### src/rtl/lbm_pkg.sv
package lbm_pkg;
  typedef enum logic [1:0] {
    ST_IDLE = 2'd0,
    ST_ADDR = 2'd1,
    ST_DATA = 2'd2
  } lbm_state_e;
endpackage

### src/rtl/lbm_wait_timer.sv
module lbm_wait_timer #(
  parameter int WS_W = 4
) (
  input  logic            clk,
  input  logic            rst_n,
  input  logic            load,
  input  logic [WS_W-1:0] load_val,
  output logic            expired
);
  logic [WS_W-1:0] cnt;

  always_ff @(posedge clk or negedge rst_n) begin
    if (!rst_n) cnt <= '0;
    else if (load) cnt <= load_val;
    else if (cnt != '0) cnt <= cnt - 1'b1;
  end

  assign expired = (cnt == '0);

  AST_TMR_LOAD: assert property (@(posedge clk) disable iff (!rst_n)
    load |=> (cnt == $past(load_val)));
endmodule

### src/rtl/lbm_burst_edge.sv
module lbm_burst_edge #(
  parameter int CNT_W      = 6,
  parameter int BURST_LOG2 = 2
) (
  input  logic                  term_en,
  input  logic [CNT_W-1:0]      remaining,
  input  logic [BURST_LOG2-1:0] addr_lo,
  output logic                  last_beat
);
  logic final_lw;
  logic at_boundary;

  assign final_lw    = (remaining == CNT_W'(1));
  assign at_boundary = &addr_lo;

  always_comb begin
    if (term_en) last_beat = final_lw;
    else         last_beat = final_lw || at_boundary;
  end
endmodule

### src/rtl/lbm_rd_hold.sv
module lbm_rd_hold #(
  parameter int DATA_W = 32
) (
  input  logic              clk,
  input  logic              rst_n,
  input  logic              capture,
  input  logic [DATA_W-1:0] din,
  output logic              rd_valid,
  output logic [DATA_W-1:0] rd_data
);
  always_ff @(posedge clk or negedge rst_n) begin
    if (!rst_n) begin
      rd_valid <= 1'b0;
      rd_data  <= '0;
    end else begin
      rd_valid <= capture;
      if (capture) rd_data <= din;
    end
  end

  AST_RD_PULSE: assert property (@(posedge clk) disable iff (!rst_n)
    capture |=> (rd_valid && rd_data == $past(din)));
endmodule

### src/rtl/lbus_burst_master.sv
module lbus_burst_master #(
  parameter int CNT_W      = 6,
  parameter int WS_W       = 4,
  parameter int DATA_W     = 32,
  parameter int BURST_LOG2 = 2
) (
  input  logic              clk,
  input  logic              rst_n,
  input  logic [WS_W-1:0]   cfg_wait,
  input  logic              cfg_terminate_en,
  input  logic              req_valid,
  output logic              req_ready,
  input  logic [31:2]       req_addr,
  input  logic              req_write,
  input  logic [CNT_W-1:0]  req_count,
  input  logic              wr_valid,
  output logic              wr_ready,
  input  logic [DATA_W-1:0] wr_data,
  output logic              rd_valid,
  output logic [DATA_W-1:0] rd_data,
  output logic              done,
  output logic              lb_ads_n,
  output logic              lb_blast_n,
  output logic              lb_wr,
  output logic [31:2]       lb_addr,
  output logic [DATA_W-1:0] lb_dout,
  output logic              lb_doe,
  input  logic [DATA_W-1:0] lb_din,
  input  logic              lb_ready_n,
  input  logic              lb_bterm_n,
  output logic              lb_den_n,
  output logic              lb_rx_n
);
  import lbm_pkg::*;

  localparam int LO_HI = BURST_LOG2 + 1;

  lbm_state_e        st;
  logic [31:2]       cur_addr;
  logic [CNT_W-1:0]  remaining;
  logic              is_wr;
  logic              done_q;
  logic              in_data;
  logic              term_hit;
  logic              wr_ok;
  logic              tmr_expired;
  logic              tmr_load;
  logic              beat_done;
  logic              final_beat;
  logic              acc_last;

  assign in_data    = (st == ST_DATA);
  assign term_hit   = cfg_terminate_en && !lb_bterm_n;
  assign wr_ok      = !is_wr || wr_valid;
  assign beat_done  = in_data && wr_ok && (tmr_expired || !lb_ready_n || term_hit);
  assign final_beat = (remaining == CNT_W'(1));
  assign tmr_load   = (st == ST_ADDR) || beat_done;

  lbm_wait_timer #(.WS_W(WS_W)) u_timer (
    .clk      (clk),
    .rst_n    (rst_n),
    .load     (tmr_load),
    .load_val (cfg_wait),
    .expired  (tmr_expired)
  );

  lbm_burst_edge #(.CNT_W(CNT_W), .BURST_LOG2(BURST_LOG2)) u_edge (
    .term_en   (cfg_terminate_en),
    .remaining (remaining),
    .addr_lo   (cur_addr[LO_HI:2]),
    .last_beat (acc_last)
  );

  lbm_rd_hold #(.DATA_W(DATA_W)) u_rd (
    .clk      (clk),
    .rst_n    (rst_n),
    .capture  (beat_done && !is_wr),
    .din      (lb_din),
    .rd_valid (rd_valid),
    .rd_data  (rd_data)
  );

  always_ff @(posedge clk or negedge rst_n) begin
    if (!rst_n) begin
      st        <= ST_IDLE;
      cur_addr  <= '0;
      remaining <= '0;
      is_wr     <= 1'b0;
      done_q    <= 1'b0;
    end else begin
      done_q <= beat_done && final_beat;
      unique case (st)
        ST_IDLE: begin
          if (req_valid) begin
            cur_addr  <= req_addr;
            is_wr     <= req_write;
            remaining <= req_count;
            st        <= ST_ADDR;
          end
        end
        ST_ADDR: st <= ST_DATA;
        ST_DATA: begin
          if (beat_done) begin
            cur_addr  <= cur_addr + 30'd1;
            remaining <= remaining - 1'b1;
            if (final_beat)                st <= ST_IDLE;
            else if (acc_last || term_hit) st <= ST_ADDR;
          end
        end
        default: st <= ST_IDLE;
      endcase
    end
  end

  assign req_ready  = (st == ST_IDLE);
  assign done       = done_q;
  assign lb_ads_n   = !(st == ST_ADDR);
  assign lb_blast_n = !(in_data && acc_last);
  assign lb_wr      = is_wr;
  assign lb_addr    = cur_addr;
  assign lb_dout    = wr_data;
  assign lb_doe     = in_data && is_wr;
  assign lb_den_n   = !in_data;
  assign lb_rx_n    = !((st != ST_IDLE) && !is_wr);
  assign wr_ready   = beat_done && is_wr;

  AST_ADS_SINGLE: assert property (@(posedge clk) disable iff (!rst_n)
    !lb_ads_n |=> (lb_ads_n && !lb_den_n));
  AST_BLAST_IN_DATA: assert property (@(posedge clk) disable iff (!rst_n)
    !lb_blast_n |-> !lb_den_n);
  AST_WR_HELD: assert property (@(posedge clk) disable iff (!rst_n)
    (!req_ready && $past(!req_ready)) |-> $stable(lb_wr));
  AST_NO_WRAP: assert property (@(posedge clk) disable iff (!rst_n)
    (!lb_den_n && $past(!lb_den_n) && !cfg_terminate_en && lb_addr != $past(lb_addr))
      |-> (lb_addr[LO_HI:2] != '0));
  AST_RX_READ_ONLY: assert property (@(posedge clk) disable iff (!rst_n)
    !lb_rx_n |-> (!lb_wr && !req_ready));
  AST_WR_STALL: assert property (@(posedge clk) disable iff (!rst_n)
    (!lb_den_n && lb_wr && !wr_valid) |=> $stable(lb_addr));
  AST_DONE_IDLE: assert property (@(posedge clk) disable iff (!rst_n)
    done |-> (req_ready && lb_ads_n && lb_den_n && lb_blast_n));
endmodule

### config.mk
export PLATFORM = sky130hd
export DESIGN_NAME = lbus_burst_master
export DESIGN_NICKNAME = d
export VERILOG_FILES = /design/src/rtl/lbm_pkg.sv /design/src/rtl/lbm_wait_timer.sv /design/src/rtl/lbm_burst_edge.sv /design/src/rtl/lbm_rd_hold.sv /design/src/rtl/lbus_burst_master.sv
export SDC_FILE = /design/constraint.sdc
export NUM_CORES = 1
export LEC_CHECK = 0
export BUFFER_PORTS_ARGS = -buffer_cell sky130_fd_sc_hd__buf_4
export CAP_MARGIN = 0
export CORE_ASPECT_RATIO = 1.4
export CORE_MARGIN = 2
export CORE_UTILIZATION = 30
export CTS_BUF_LIST = sky130_fd_sc_hd__clkbuf_16
export CTS_CLUSTER_DIAMETER = 150
export DETAILED_ROUTE_END_ITERATION = 6
export GPL_TIMING_DRIVEN = 0
export PLACE_DENSITY = 0.56
export SETUP_SLACK_MARGIN = 0.4
export SLEW_MARGIN = 20
export SYNTH_ARGS = -nofsm -noshare
export SYNTH_HDL_FRONTEND = slang
export SYNTH_SLANG_ARGS = --single-unit
### constraint.sdc
create_clock -name clk -period 2 [get_ports clk]
set_input_delay 0.2 -clock clk [delete_from_list [all_inputs] [get_ports clk]]
set_output_delay 0.2 -clock clk [all_outputs]
set_load 0.03 [all_outputs]
* Word-level counts from Yosys, hierarchy flattened
Index checks and enable logic that the tools add are counted.
Storage, ports and cells: register bits after elaboration 77, input bits 112, output and inout port bits 104
Cells by class: add/sub/neg operators 3, eq/ne operators 6, mux-type cells 14, reduce and logical (&&, ||, !) cells 32
Operator list (number):
- 2-to-1 mux 30 bit | 2
- one-hot mux 30 bit (2 select lines) | 1
- adder 30 x 1 -> 30 bit (second input constant) | 1
- 2-to-1 mux 6 bit | 2
- one-hot mux 6 bit (2 select lines) | 1
- logical AND 1 bit | 9
- 2-to-1 mux 2 bit | 4
- 2-to-1 mux 4 bit | 2
- zero test 1 bit | 7
- == test 6 x 1 -> 1 bit (second input constant) | 1
- logical OR 1 bit | 6
- one-hot mux 2 bit (3 select lines) | 1
- AND reduction 3 bit | 2
- nonzero test 2 bit | 3
- subtractor 6 x 1 -> 6 bit (second input constant) | 1
- zero test 4 bit | 1
- AND reduction 2 bit | 2
- nonzero test 4 bit | 1
- subtractor 4 x 1 -> 4 bit (second input constant) | 1
- != test 3 x 1 -> 1 bit (second input constant) | 1
- == test 2 x 1 -> 1 bit (second input constant) | 1
- == test 2 bit (second input constant) | 1
- zero test 2 bit | 1
- != test 2 x 1 -> 1 bit (second input constant) | 1
- 2 further kinds | 2

* Longest topological paths before layout
word-level depth 8, mapped depth 9, mapped depth without buffers 7

* Modules after synthesis
A second synthesis with hierarchy kept.
Second synthesis, totals: cells, all modules 423, area, all modules 4425.5 µm²
By module, submodules not included:
- lbus_burst_master | instances 1, cells an instance 328, area an instance 2791.4 µm², sequential area each 1001.0 µm²
- lbm_rd_hold | instances 1, cells an instance 69, area an instance 1370.1 µm², sequential area each 825.8 µm²
- lbm_wait_timer | instances 1, cells an instance 22, area an instance 234.0 µm², sequential area each 100.1 µm²
- lbm_burst_edge | instances 1, cells an instance 4, area an instance 30.0 µm², sequential area each 0.0 µm²

* Worst setup path after synthesis
No wires, ideal clock.
path type register -> register, start reg cur_addr (netlist bit lb_addr[2]), end reg cur_addr (netlist bit lb_addr[24]), library setup time 0.122 ns, arrival 1.885 ns, required time 1.878 ns, path slack -0.006 ns, stages on the path, launching flop included 8, buffers on the path 1, clock period less this slack 2.006 ns, cell sequence dfrtp_1 > ha_1 > nand3_1 > or2_2 > buf_2 > nor3_4 > a31oi_1 > o22a_1
Between the ends: longest elaborated chain between the ends 3
Ends and longest elaborated chain:
- start, declared | line lbus_burst_master.sv:39 | logic [31:2] cur_addr;
- start signal, assigned | line lbus_burst_master.sv:95 | cur_addr <= req_addr;
- start signal, assigned | line lbus_burst_master.sv:104 | cur_addr <= cur_addr + 30'd1;
- adder 30 x 1 -> 30 bit | line lbus_burst_master.sv:104
- 2-to-1 mux 30 bit | line lbus_burst_master.sv:103 | if (beat_done) begin
- one-hot mux 30 bit (2 select lines) | line lbus_burst_master.sv:92 | unique case (st)
Every way passes these cells. The select of a mux whose other input is x is not followed. A chain may end at the register's enable or synchronous reset.

* Final worst setup path
start reg u_timer.cnt[0], end out wr_ready
Between the ends: longest elaborated chain between the ends 5
Ends and longest elaborated chain:
- start, declared | line lbm_wait_timer.sv:10 | logic [WS_W-1:0] cnt;
- start signal, assigned | line lbm_wait_timer.sv:14 | else if (load) cnt <= load_val;
- start signal, assigned | line lbm_wait_timer.sv:15 | else if (cnt != '0) cnt <= cnt - 1'b1;
- zero test 4 bit | line lbm_wait_timer.sv:18 | assign expired = (cnt == '0);
- logical OR 1 bit (2 in a row) | line lbus_burst_master.sv:55 | assign beat_done = in_data && wr_ok && (tmr_expired || !lb_ready_n || term_hit);
- logical AND 1 bit | line lbus_burst_master.sv:55
- logical AND 1 bit | line lbus_burst_master.sv:125 | assign wr_ready = beat_done && is_wr;
- end, declared | line lbus_burst_master.sv:17 | output logic wr_ready,
Every way passes these cells.

==> out/results.txt <==
total grt overflow - 0
Clock power frac - 0.134
multi-input logic area - 0.00246 sq mm
Die ar. - 0.0151 sq mm
CTS tree - done
CTS max path bufs - 2
post-synthesis compound-gate area fraction - 0.178
fmax - 0.496 GHz
final wirelength - 16.6 mm
Seq pwr share - 0.232
initial antenna violation count - 0
DRT iter0 DRCs - 302
gpl congestion - 0.871
Power Internal - 7.83 mW
CP cell instances - inv_2, ha_4, nor3b_4, o311a_4, and2_4, buf_6
critical path peak fanout - 4
Leak Pwr - 3.32 nW
Ys Warns - 0
Hold Crit Endpoint - u_rd.rd_data[15]
Comb power frac - 0.634
CP required - 1800 ps
Period minus WS final - 2020 ps
n_diodes - 0
critical path's top delay family - simple AND/OR/NAND/NOR gates
worst-skew pair later-pin latency - 350 ps
TritonCTS buffer count - 9
RSZ-0062 raised after global routing - yes
die height - 145 um
HP Class - primary input to flop
Startpoint Class - flop
hold_sp - lb_din[15]
setup violators final - 3
max incr delay on CP - 390 ps
synth-to-layout area growth - 76.9%
Post-DP Area - 0.00610 sq mm
placeable core area - 0.0139 sq mm
period utilization - 1.01
Pwr Density - 1880 mW/mm^2
Routed WL per cell - 19.3 um
Max VDD drop - 806 uV
Slew Limit Fails - 0
Worst setup EP type - output pin
simple-gate share of the synthesized area - 0.165
register area - 0.00195 sq mm
vias in the first global route - 4387
R2R Setup Slk - -10 ps
synthesized flop and latch total - 77
P_sw - 6.30 mW
post-route cell area - 0.00752 sq mm
first-pass GRT wire length - 24.0 mm
Post-Synthesis Cells - 430
switching share of power - 0.446
largest net degree at the start of global routing - 78
worst hold slack - 80.5 ps
Critical R2R Capture - lb_addr[10]
share of cells above drive strength 1 - 0.654
Worst EP arrival - 1820 ps
post-synthesis xor/xnor area fraction - 0.00206
Via Count - 4480
Max-cap violations - 0
syn_nets - 546
Root Driver - clkbuf_16
Clock Sinks - 77
antenna viol nets, final - 0
num rows - 51
Yosys top cell by area - dfrtp_1
Top FF cell, synth - dfrtp_1
R2R Path Start - u_timer.cnt[1]
failing checks - negative setup slack
R2R depth - 10
Die Wd - 105 um
H-tree depth - 3
largest cells by area after synthesis - dfrtp_1, mux2_2, buf_4
drt drc - 0
GRT Total Usage - 0.206
Crit Path Category - flop to output pin
detailed-route vias per instance - 5.22
EDFF count, synth - 0
Final HPWL DP - 10.9 mm
Synth cell types - 57
Max-slew headroom - 0.512
Worst-Margin Slew - 732 ps
worst-case clock skew - 7.79 ps
Fillers - 1271
post-synthesis sequential area ratio - 0.453
Port-buffer cells - 183
largest family of logic cells by synthesized area - compound AO/OA/AOI/OAI gates
drt first pass iters - 4
Final #Nets - 784
adder-cell share of the synthesized area - 0.0118
syn avg cell area - 9.88 sq um
synthesized area - 0.00425 sq mm
setup ws final - -15.3 ps
Starting Density - 0.305
post-synth top area share - 0.453
Synth async-reset ratio - 1.00
Hold Path Stages - 2
clock-pin slew on the worst setup and hold paths - 60 ps
I/O pin total - 216
status - finished with violations
mux share of post-synthesis cell area - 0.0925
Crit-path slowest cell - dfrtp_1
endpoints failing hold - 0
CP Buf/Inv Count - 2
[how the worst max path moves through the flow]
stage | from | to | slack (ps) | cells past startpoint
after CTS | u_timer.cnt[1] | wr_ready | 20 | 6
after floorplan | u_timer.cnt[0] | u_rd.rd_data[0] | 70 | 7
after detailed placement | u_timer.cnt[0] | u_rd.rd_data[3] | -170 | 7
final | u_timer.cnt[0] | wr_ready | -20 | 6
after global placement | u_timer.cnt[0] | u_rd.rd_data[19] | -140 | 7
after global routing | u_timer.cnt[1] | lb_addr[27] | -110 | 10
[area by class of cell]
cell class,count,share of cell area
plain buffers,57,0.0742
clock buffers,9,0.0300
clock inverters,7,0.0153
inverters,8,0.00499
multi-input cells,288,0.328
flip-flops and latches,77,0.259
well taps,185,0.0308
repair buffers,227,0.258
[Yosys cell counts, types with 4 or more instances]
cell type / count
buf_2: 11
buf_4: 35
nand2_1: 31
nor2_1: 29
inv_1: 8
and2_1: 5
a31oi_1: 9
o21ai_0: 20
o22a_1: 6
nor3_1: 9
clkbuf_1: 6
a21oi_1: 42
and3_1: 6
dfrtp_1: 77
nand3_1: 16
mux2_2: 34
ha_1: 4
nand2b_1: 7
o22ai_1: 11
nand4_1: 6
[placed cells by master (no fill, tap or decap), types with 4 or more instances in the layout]
cell type / synthesis / final
nand2b_1: 7 / 7
mux2_2: 34 / 21
dfrtp_1: 77 / 62
buf_4: 35 / 229
nand3_2: 2 / 6
a31oi_1: 9 / 8
dfrtp_2: 0 / 15
a21oi_2: 1 / 21
clkbuf_16: 0 / 13
o21ai_2: 0 / 7
o22a_1: 6 / 6
nor2_2: 2 / 4
nand2_1: 31 / 25
buf_6: 3 / 21
nor2_4: 0 / 6
nand4_1: 6 / 6
o21ai_0: 20 / 5
buf_8: 0 / 10
o22ai_1: 11 / 9
a21oi_4: 0 / 9
mux2_4: 0 / 13
clkbuf_1: 6 / 4
nor3_1: 9 / 6
buf_12: 0 / 9
nor2_1: 29 / 21
a21oi_1: 42 / 13
inv_1: 8 / 6
o21ai_1: 0 / 7
nand3_1: 16 / 12
and3_1: 6 / 6
[sequential cells by signal, indices dropped and copies added (netlist names)]
name,count
u_rd.rd_data,32
lb_addr,30
remaining,6
u_timer.cnt,4
st,2
done,1
lb_wr,1
u_rd.rd_valid,1
[metal layers]
layer	up-vias	routed length, um	global-route usage
met5	-	0	0
met4	0	742	0.114
li1	2013	-	-
met1	2168	6150	0.239
met2	252	8300	0.354
met3	47	1380	0.0443
[per-stage QoR]
stage	std cells	util	worst slack, ps	total power, mW	TNS [ps]
floorplan	430	-	71.0	7.47	0
global placement	798	0.439	-145	9.72	-4720
detailed placement	798	0.439	-170	9.85	-5790
CTS	841	0.506	21.9	13.0	0
global route	858	0.540	-109	14.8	-2410
finish	858	0.540	-15.3	14.1	-27.6
[power by group through the flow]
stage	Sequential [mW]	Clock, mW	Combinational (mW)
6_report	3.28	1.90	8.96
5_1_grt	3.40	1.99	9.43
4_1_cts	3.19	1.91	7.90
3_5_place_dp	3.20	0	6.65
3_3_place_gp	3.15	0	6.57
2_1_floorplan	4.32	0	3.15
[kinds of logic after synthesis]
family,after synthesis
adders and majority gates,4
AOI/OAI and AO/OA,117
and+or+nand+nor,131
buffers and inverters,65
xor gates and xnor gates,1
muxes,35
DFF,77
[timing repair]
| item | 4_1_cts | 5_1_grt |
|---|---|---|
| pin swaps | 8 | 18 |
| setup buffers | 23 | 13 |
| hold buffers | 0 | 1 |
| endpoints found under the hold margin | 0 | 77 |
| setup endpoints to repair | 79 | 80 |
| gates resized for setup | 77 | 69 |
| gates cloned | 4 | 3 |
No activity file was read; power rests on OpenSTA's default activity.
